**src/rtl/spi_term_pkg.sv**
```systemverilog
package spi_term_pkg;
  typedef enum logic {
    TRIG_EDGE  = 1'b0,
    TRIG_LEVEL = 1'b1
  } trig_mode_e;

  typedef struct packed {
    logic start;
    logic stop;
  } sel_evt_t;
endpackage

```
**src/rtl/spi_ss_sync.sv**
```systemverilog
module spi_ss_sync
  import spi_term_pkg::*;
#(
  parameter int STAGES = 2
) (
  input  logic     clk,
  input  logic     rst_n,
  input  logic     ss_pin,
  input  logic     act_high,
  output sel_evt_t evt
);
  logic [STAGES-1:0] chain;
  logic              sel_act;
  logic              act_q;

  // Metastability chain, preloaded with the inactive level on reset.
  for (genvar g = 0; g < STAGES; g++) begin : g_stage
    always_ff @(posedge clk) begin
      if (!rst_n) chain[g] <= ~act_high;
      else if (g == 0) chain[g] <= ss_pin;
      else chain[g] <= chain[(g == 0) ? 0 : g-1];
    end
  end

  assign sel_act = (chain[STAGES-1] == act_high);

  always_ff @(posedge clk) begin
    if (!rst_n) act_q <= 1'b0;
    else        act_q <= sel_act;
  end

  assign evt.start = sel_act & ~act_q;
  assign evt.stop  = ~sel_act & act_q;
endmodule

```
**src/rtl/spi_bit_quota.sv**
```systemverilog
module spi_bit_quota #(
  parameter int LEN_W = 6,
  parameter int CNT_W = 4
) (
  input  logic             clk,
  input  logic             rst_n,
  input  logic             clear,
  input  logic             count,
  input  logic [LEN_W-1:0] cfg_bit_len,
  input  logic [CNT_W-1:0] cfg_words,
  output logic             at_quota,
  output logic             last_bit
);
  logic [LEN_W-1:0] bit_cnt;
  logic [CNT_W:0]   word_cnt;   // one spare bit so an overrun never aliases
  logic [LEN_W-1:0] len_m1;
  logic [CNT_W:0]   words_ext;
  logic [CNT_W:0]   word_inc;
  logic             word_last;

  assign len_m1    = cfg_bit_len - 1'b1;
  assign words_ext = {1'b0, cfg_words};
  assign word_inc  = word_cnt + 1'b1;
  assign word_last = (bit_cnt == len_m1);

  always_ff @(posedge clk) begin
    if (!rst_n || clear) begin
      bit_cnt  <= '0;
      word_cnt <= '0;
    end else if (count) begin
      if (word_last) begin
        bit_cnt <= '0;
        if (word_cnt != '1) word_cnt <= word_inc;
      end else begin
        bit_cnt <= bit_cnt + 1'b1;
      end
    end
  end

  assign at_quota = (word_cnt == words_ext) && (bit_cnt == '0);
  assign last_bit = word_last && (word_inc == words_ext);
endmodule

```
**src/rtl/spi_xfer_term.sv**
```systemverilog
module spi_xfer_term
  import spi_term_pkg::*;
#(
  parameter int  MAX_BITS    = 32,
  parameter int  MAX_WORDS   = 8,
  parameter int  SYNC_STAGES = 2,
  localparam int LEN_W       = $clog2(MAX_BITS + 1),
  localparam int CNT_W       = $clog2(MAX_WORDS + 1)
) (
  input  logic             clk,
  input  logic             rst_n,
  input  logic             ss_pin,
  input  logic             bit_stb,
  input  logic [LEN_W-1:0] cfg_bit_len,
  input  logic [CNT_W-1:0] cfg_words,
  input  logic             cfg_level,
  input  logic             cfg_act_high,
  input  logic             irq_clr,
  output logic             irq_flag,
  output logic             quota_ok,
  output logic             xfer_active
);
  sel_evt_t   evt;
  trig_mode_e mode;
  logic       count_en;
  logic       stop_end;
  logic       cnt_end;
  logic       end_evt;
  logic       at_quota;
  logic       last_bit;

  assign mode = trig_mode_e'(cfg_level);

  spi_ss_sync #(.STAGES(SYNC_STAGES)) u_sync (
    .clk      (clk),
    .rst_n    (rst_n),
    .ss_pin   (ss_pin),
    .act_high (cfg_act_high),
    .evt      (evt)
  );

  spi_bit_quota #(.LEN_W(LEN_W), .CNT_W(CNT_W)) u_quota (
    .clk         (clk),
    .rst_n       (rst_n),
    .clear       (evt.start),
    .count       (count_en),
    .cfg_bit_len (cfg_bit_len),
    .cfg_words   (cfg_words),
    .at_quota    (at_quota),
    .last_bit    (last_bit)
  );

  always_comb begin
    count_en = xfer_active & bit_stb & ~evt.start & ~evt.stop;
    stop_end = xfer_active & evt.stop;
    cnt_end  = count_en & (mode == TRIG_LEVEL) & last_bit;
    end_evt  = stop_end | cnt_end;
  end

  always_ff @(posedge clk) begin
    if (!rst_n) begin
      xfer_active <= 1'b0;
      irq_flag    <= 1'b0;
      quota_ok    <= 1'b0;
    end else begin
      if (evt.start)    xfer_active <= 1'b1;
      else if (end_evt) xfer_active <= 1'b0;

      if (end_evt)      irq_flag <= 1'b1;
      else if (irq_clr) irq_flag <= 1'b0;

      if (end_evt)      quota_ok <= cnt_end | at_quota;
    end
  end
endmodule

```
**config.mk**
```make
export PLATFORM = sky130hd
export DESIGN_NAME = spi_xfer_term
export DESIGN_NICKNAME = d
export VERILOG_FILES = /design/src/rtl/spi_term_pkg.sv /design/src/rtl/spi_ss_sync.sv /design/src/rtl/spi_bit_quota.sv /design/src/rtl/spi_xfer_term.sv
export SDC_FILE = /design/constraint.sdc
export NUM_CORES = 1
export LEC_CHECK = 0
export ABC_AREA = 0
export BUFFER_PORTS_ARGS = -buffer_cell sky130_fd_sc_hd__buf_2
export CORE_MARGIN = 2
export CORE_UTILIZATION = 49
export CTS_CLUSTER_DIAMETER = 120
export DETAILED_ROUTE_END_ITERATION = 8
export PLACE_DENSITY = 0.77
export SYNTH_ARGS = -nofsm -noshare
export SYNTH_HDL_FRONTEND = slang
export SYNTH_HIERARCHICAL = 1
export SYNTH_SLANG_ARGS = --single-unit
```
**constraint.sdc**
```tcl
create_clock -name clk -period 2.12 [get_ports clk]
set_input_delay 0.318 -clock clk [delete_from_list [all_inputs] [get_ports clk]]
set_output_delay 0.318 -clock clk [all_outputs]
set_load 0.02 [all_outputs]
```
======== After elaboration in Yosys (flattened, before gate mapping) ========
Cells that the tools add are included.
cells by class
  shift-type cells ........................ 0
  eq/ne operators ......................... 5
  div/mod/pow operators ................... 0
  multiplexer cells ....................... 7
  add/sub/neg operators ................... 3
  magnitude comparators ................... 0
  reduce and logical (&&, ||, !) cells .... 8
  bitwise logic cells ..................... 15
  $mul .................................... 0
operators by type and width
  kind                                               number
  == test 5 x 4 -> 1 bit                             2
  bitwise AND 1 bit                                  8
  adder 6 x 1 -> 6 bit (second input constant)       1
  == test 6 bit                                      1
  logical NOT 6 bit                                  1
  2-to-1 mux 1 bit                                   6
  2-to-1 mux 6 bit                                   1
  subtractor 6 x 1 -> 6 bit (second input constant)  1
  adder 5 x 1 -> 5 bit (second input constant)       1
  != test 5 bit (second input constant)              1
  NOT 1 bit                                          5
  nonzero test 2 bit                                 2
  AND reduction 3 bit                                1
  logical AND 1 bit                                  2
  OR 1 bit                                           2
  == test 1 bit                                      1
  logical NOT 1 bit                                  1
  logical OR 1 bit                                   1
storage, ports and cells
  flip-flop bits (word level) ............. 17
  latch bits .............................. 0
  memory bits (writable) .................. 0
  bits of input ports ..................... 17
  ROM bits ................................ 0
  memories kept ........................... 0
  logic and storage cells ................. 46

======== Logic depth before layout (Yosys ltp) ========
  depth in word-level cells ............... 10
  gate-level depth with buffers ........... 11
  gate-level depth less buffers ........... 10

======== By module ========
Netlist, hierarchy kept.
modules (own cells, without submodules)
  module         area an instance (µm²)  times used  cells each
  spi_bit_quota  884.6                   1           109
  spi_xfer_term  150.1                   1           14
  spi_ss_sync    103.8                   1           12

======== Worst setup path after synthesis ========
No wires, ideal clock.
  path kind ............................... input-to-reg
  start ................................... input port cfg_bit_len[0]
  end ..................................... register quota_ok
  arrival ................................. 2.008 ns
  slack ................................... -0.010 ns
  required time ........................... 1.998 ns
  stages on the path ...................... 11
  path through ............................ inv_1 -> ha_1 -> nand2b_1 -> a21oi_1 -> o31a_1 -> clkbuf_1 -> nor2_1 -> and3_1 -> and4b_1 -> o21ai_2 -> a21oi_2
on the way
  word-level cells in the longest chain between the ends .. 5
ends and longest elaborated chain
  item                                line                                      source
  start: declaration                  spi_xfer_term.sv:14                       input logic [LEN_W-1:0] cfg_bit_len,
  subtractor 6 x 1 -> 6 bit *         spi_bit_quota.sv:21                       assign len_m1 = cfg_bit_len - 1'b1;
  == test 6 bit *                     spi_bit_quota.sv:24                       assign word_last = (bit_cnt == len_m1);
  logical AND 1 bit *                 spi_bit_quota.sv:41                       assign last_bit = word_last && (word_inc == words_ext);
  via last_bit                        spi_xfer_term.sv:30                       logic last_bit;
  bitwise AND 1 bit *                 spi_xfer_term.sv:56                       cnt_end = count_en & (mode == TRIG_LEVEL) & last_bit;
  OR 1 bit, on equally long branches  spi_xfer_term.sv:72, spi_xfer_term.sv:57
  end signal: assignment              spi_xfer_term.sv:72                       if (end_evt) quota_ok <= cnt_end | at_quota;
  end: declaration                    spi_xfer_term.sv:20                       output logic quota_ok,
The timed path passes the listed nets; every way through them passes the cells marked *.
A chain may end at the register's enable or synchronous reset.

======== Worst setup path in the final report ========
  start ................................... register u_quota.word_cnt[0]
  end ..................................... register xfer_active
on the way
  word-level cells in the longest chain between the ends .. 6
ends and longest elaborated chain
  item                                 line                 source
  start: declaration                   spi_bit_quota.sv:15  logic [CNT_W:0] word_cnt;
  start signal: assignment             spi_bit_quota.sv:33  if (word_cnt != '1) word_cnt <= word_inc;
  adder 5 x 1 -> 5 bit                 spi_bit_quota.sv:23  assign word_inc = word_cnt + 1'b1;
  via u_quota.word_inc[4]              spi_bit_quota.sv:18  logic [CNT_W:0] word_inc;
  == test 5 x 4 -> 1 bit               spi_bit_quota.sv:41
  logical AND 1 bit                    spi_bit_quota.sv:41
  via last_bit                         spi_xfer_term.sv:30
  bitwise AND 1 bit                    spi_xfer_term.sv:56
  OR 1 bit                             spi_xfer_term.sv:57  end_evt = stop_end | cnt_end;
  nonzero test 2 bit (no source line)  n/a
  end signal: assignment               spi_xfer_term.sv:62  xfer_active <= 1'b0;
  end signal: assignment               spi_xfer_term.sv:66  if (evt.start) xfer_active <= 1'b1;
  end signal: assignment               spi_xfer_term.sv:67  else if (end_evt) xfer_active <= 1'b0;
  end: declaration                     spi_xfer_term.sv:21  output logic xfer_active
The timed path passes the listed nets, and every way through them passes these cells.

==> summary by stage <==
Worst setup path
The largest fanout on the critical path is 2. The worst setup path is launched from a register. For the worst setup path, the data arrival time is 2.24 ns. The register-to-register setup slack is around 0.068 ns.

The worst setup path is of the reg2reg kind. The worst setup path is captured at a register. The critical path's slowest cell is sky130_fd_sc_hd__dfxtp_1. The reg-to-reg critical path startpoint is u_quota/word_cnt[0].

In this run the critical register-to-register path is captured at xfer_active. In this design, the stage delay of the slowest critical-path cell is ~0.33 ns. Broken down by cell family, the worst path's largest delay share belongs to simple AND/OR/NAND/NOR gates. Walking the worst path, the cells encountered are ha_1 > and3_1 > ha_1 > nor4_2 > and3_1 > and4b_1 > nor3b_2 > o21a_1. The most critical setup path has its startpoint at u_quota/word_cnt[0].

The worst register-to-register path has a depth of 8. The number of gates on the worst path with buffers counted is 8. The number of buffers and inverters on the critical path is 0. Data on the critical path is required at its endpoint by between 2 and 2.5 ns.

Detailed routing
Signal routing reaches up to met4. The detailed router placed 1086 vias in this run. In the final routing, the length of wire on met1 measures 1.15 mm. The count of routing violations after the opening detailed-route iteration is 23. In this run the remaining antenna-violating nets after routing total 0. The number of remaining DRC errors is 0. In the final routed layout, each cell accounts on average for 13.3 µm. Wires add up to 2.61 mm.

Using the TritonRoute via totals, the vias-per-cell ratio works out to 5.54. The first detailed-routing pass ran for 4 iterations. The length of routed met3 wiring is around 97 µm.

The wire length on met2 is 1.34 mm.

STA
The post-layout minimum cycle time is 2.05 ns. The post-route clock skew is 0.00450 ns. Setup violations remaining at the end of the flow were counted as 0.

The headroom to the max-slew limit is 70.8%. For the pin with the worst max-slew slack, the measured transition is 0.438 ns. The total count of hold-check failures in the final report is 0. The worst setup slack after layout is 0.0681 ns.

The timing-limited maximum frequency is 487 MHz. The final critical path takes up 96.8% of the cycle. The max-slew violation count is 0.

GRT
The remaining global-route overflow is 0. The number of global-route vias before repair was 990. The number of antenna violations at the first check in global routing came to 0. The wire length of the first global-routing pass is 4.18 mm. Entering global routing, the biggest net connects 14 pins.

For this run, the total global-route usage over all layers was measured as 20.7%.

Power
The leakage power is 0.586 nW. The design internal power is 0.462 mW. In this run, the clock network consumes 26.7% of the power. The analysis attributes to net switching a power of 0.182 mW. The share of total power dissipated in combinational logic is 21.1%.

Net switching is between 20% and 30% of the power. The power after layout is 0.644 mW. VDD sags by at most 0.372 mV.

Sequential cells account for ~52% of the total power. The areal power density over the cells is 461 nW/µm².

Clock tree
The level count of the clock H-tree is 1. In this run, post-CTS hold repair placed 0 buffers. The deepest clock path buffer count is 2. The root buffer selected by CTS is sky130_fd_sc_hd__clkbuf_4. TritonCTS built the clock tree.

The clock latency of the later-clocked register in the worst-skew pair is 0.29 ns. The clock buffer count from CTS is 3. The post-CTS clock slew at the launch and capture registers of the worst setup and hold paths is 0.10 ns. The tree built by TritonCTS fans out to 17 sinks.

Die
The region available for standard cell placement spans 2210 µm². The die covers 2730 µm². The starting utilization of the core area is 51.5%.

Measured along the x axis, the die boundary spans 52.2 µm. The overall die height is ~52 µm. The number of cell rows is 17.

For this design the top-level I/O count stands at 20.

Synthesis
Yosys attributes the largest share of cell area to sky130_fd_sc_hd__dfxtp_1 (30%), sky130_fd_sc_hd__xnor2_1 (6.9%), sky130_fd_sc_hd__ha_1 (5.5%). The count of synthesis-stage warnings from yosys is 6. In the synthesized netlist, the number of instances is ~140.

The average footprint of a synthesized cell is 8.43 µm². The share of the yosys chip area belonging to registers is between 20% and 30%. Among all flip-flop cells after synthesis, the most frequent one is sky130_fd_sc_hd__dfxtp_1.

The library cell with the largest summed area after synthesis is sky130_fd_sc_hd__dfxtp_1. Ranked by instance count, the synthesized netlist is headed by sky130_fd_sc_hd__dfxtp_1 (17), sky130_fd_sc_hd__a21oi_1 (12), sky130_fd_sc_hd__xnor2_1 (9), sky130_fd_sc_hd__inv_1 (8). The area of the mapped netlist is ~1100 µm².

Counting distinct cell types in the post-synthesis netlist gives 39. After synthesis the netlist holds a flip-flop and latch count of 17. Summed over its instances, the top area cell type makes up 29.9% of the synthesized netlist area. In the post-synthesis netlist, the cell with the most instances is sky130_fd_sc_hd__dfxtp_1. Counting every net in the synthesized netlist gives 157. For this run, asynchronously set or reset flops after synthesis account for 0%. Yosys mapped a number of flops with a built-in enable equal to 0.

Layout
Counting the fill cells in the layout gives 199. 0 antenna diodes ended up in the layout. The final-stage net count is approximately 190. The final design area excluding fillers is around 1400 µm². Compared with the post-synthesis result, the final layout area differs by 22.9%.

The post-route netlist has between 20% and 30% of its cells at a drive strength greater than 1.

Place
The global placer's final weighted congestion is 0.813. The placed standard-cell area is 1360 µm². Port buffering added 19 buffers. OpenSTA, run right after detailed placement, puts the worst setup slack at -0.0279 ns. The sum of net half-perimeters after detailed placement is 2.09 mm.

Hold path
The end of the worst hold path is u_sync/chain[0]. The number of instances on the worst hold path is 3. The start point of the worst min-delay path is ss_pin. The path category of the worst min-delay check is in2reg.

Flow run
Max-cap violations in this run came to 0.

Run status
The flow ran to the end, and the final reports show no timing, DRC or antenna violations.
routing by layer:
metal,vias up,GRT usage [%]
li1,553,-
met1,512,24.9
met2,19,36.7
met3,2,3.43
met4,0,7.69
met5,-,0
through the flow:
| step | hold WS, ns | cells | setup TNS, ns | utilization, % |
|---|---|---|---|---|
| finish | 0.240 | 196 | 0 | 63.2 |
| CTS | 0.224 | 196 | 0 | 62.6 |
| global route | 0.235 | 196 | -0.0663 | 63.2 |
| floorplan | 0.401 | 135 | 0 | - |
| global placement | 0.405 | 192 | -0.0112 | 61.4 |
| detailed placement | 0.413 | 192 | -0.0489 | 61.4 |
worst reg2reg max path: stages, from the launching register on:
cell,delay (ns)
sky130_fd_sc_hd__dfxtp_1,0.33
sky130_fd_sc_hd__ha_1,0.20
sky130_fd_sc_hd__and3_1,0.18
sky130_fd_sc_hd__ha_1,0.30
sky130_fd_sc_hd__nor4_2,0.27
sky130_fd_sc_hd__and3_1,0.18
sky130_fd_sc_hd__and4b_1,0.26
sky130_fd_sc_hd__nor3b_2,0.07
sky130_fd_sc_hd__o21a_1,0.16
cell families (layout without fill, tap and decap cells):
kind of cell	Yosys count	in the layout	synth area share [%]
AO/OA/AOI/OAI	36	36	21.0
XOR/XNOR	15	15	11.5
buffers and inverters	12	45	4.07
adder cells (fa/ha/maj)	5	5	5.49
AND/OR/NAND/NOR	50	50	28.0
flip-flops	17	17	29.9
final cells by class:
type / instances / area [µm²] / area share [%]
clock buffers: 3 / 22.5 / 1.61
clock inverters: 1 / 5.00 / 0.358
inverters: 8 / 30.0 / 2.15
multi-input cells: 106 / 766 / 54.7
flip-flops and latches: 17 / 340 / 24.3
well taps: 28 / 35.0 / 2.50
repair buffers: 33 / 200 / 14.3
flip-flops by register name (all words and copies together) (netlist names):
register	flops
u_quota/bit_cnt	6
xfer_active	1
u_sync/act_q	1
quota_ok	1
irq_flag	1
u_sync/chain	2
u_quota/word_cnt	5
layout by cell type, fill, tap and decap left out, drive strengths merged:
cell type	synthesis	layout
xor2	6	6
nand2	5	5
nand3	6	6
nor2b	1	1
and3	3	3
clkbuf	3	3
or2b	2	2
nand2b	7	7
nor4	3	3
nor4b	1	1
buf	1	33
or4b	1	1
or4	2	2
nor3	1	1
and2	3	3
o211a	2	2
dfxtp	17	17
o21ai	7	7
and4b	1	1
and4bb	1	1
o21a	1	1
xnor2	9	9
nor3b	3	3
inv	8	8
a21oi	13	13
o22ai	3	3
ha	5	5
o31a	1	1
a211oi	1	1
clkinv	0	1
or3	1	1
nand4	2	2
o31ai	3	3
o211ai	4	4
a21boi	1	1
nor2	7	7
what timing repair did:
| action | CTS | global route |
|---|---|---|
| buffers inserted | 0 | 0 |
| endpoints found under the setup margin | 0 | 3 |
| resized for setup | 0 | 2 |
power by group through the flow:
stage / combinational, mW / clock [mW] / sequential, mW
2_1_floorplan: 0.0740 / 0 / 0.347
3_3_place_gp: 0.127 / 0 / 0.342
3_5_place_dp: 0.133 / 0 / 0.343
4_1_cts: 0.133 / 0.180 / 0.336
5_1_grt: 0.149 / 0.194 / 0.338
6_report: 0.136 / 0.172 / 0.336
how the worst max path moves through the flow:
stage | end
after floorplan | xfer_active
after global placement | u_quota/word_cnt[2]
after detailed placement | u_quota/word_cnt[3]
after CTS | xfer_active
after global routing | xfer_active
final | xfer_active
Note: power is estimated with default switching activity, not from simulation.
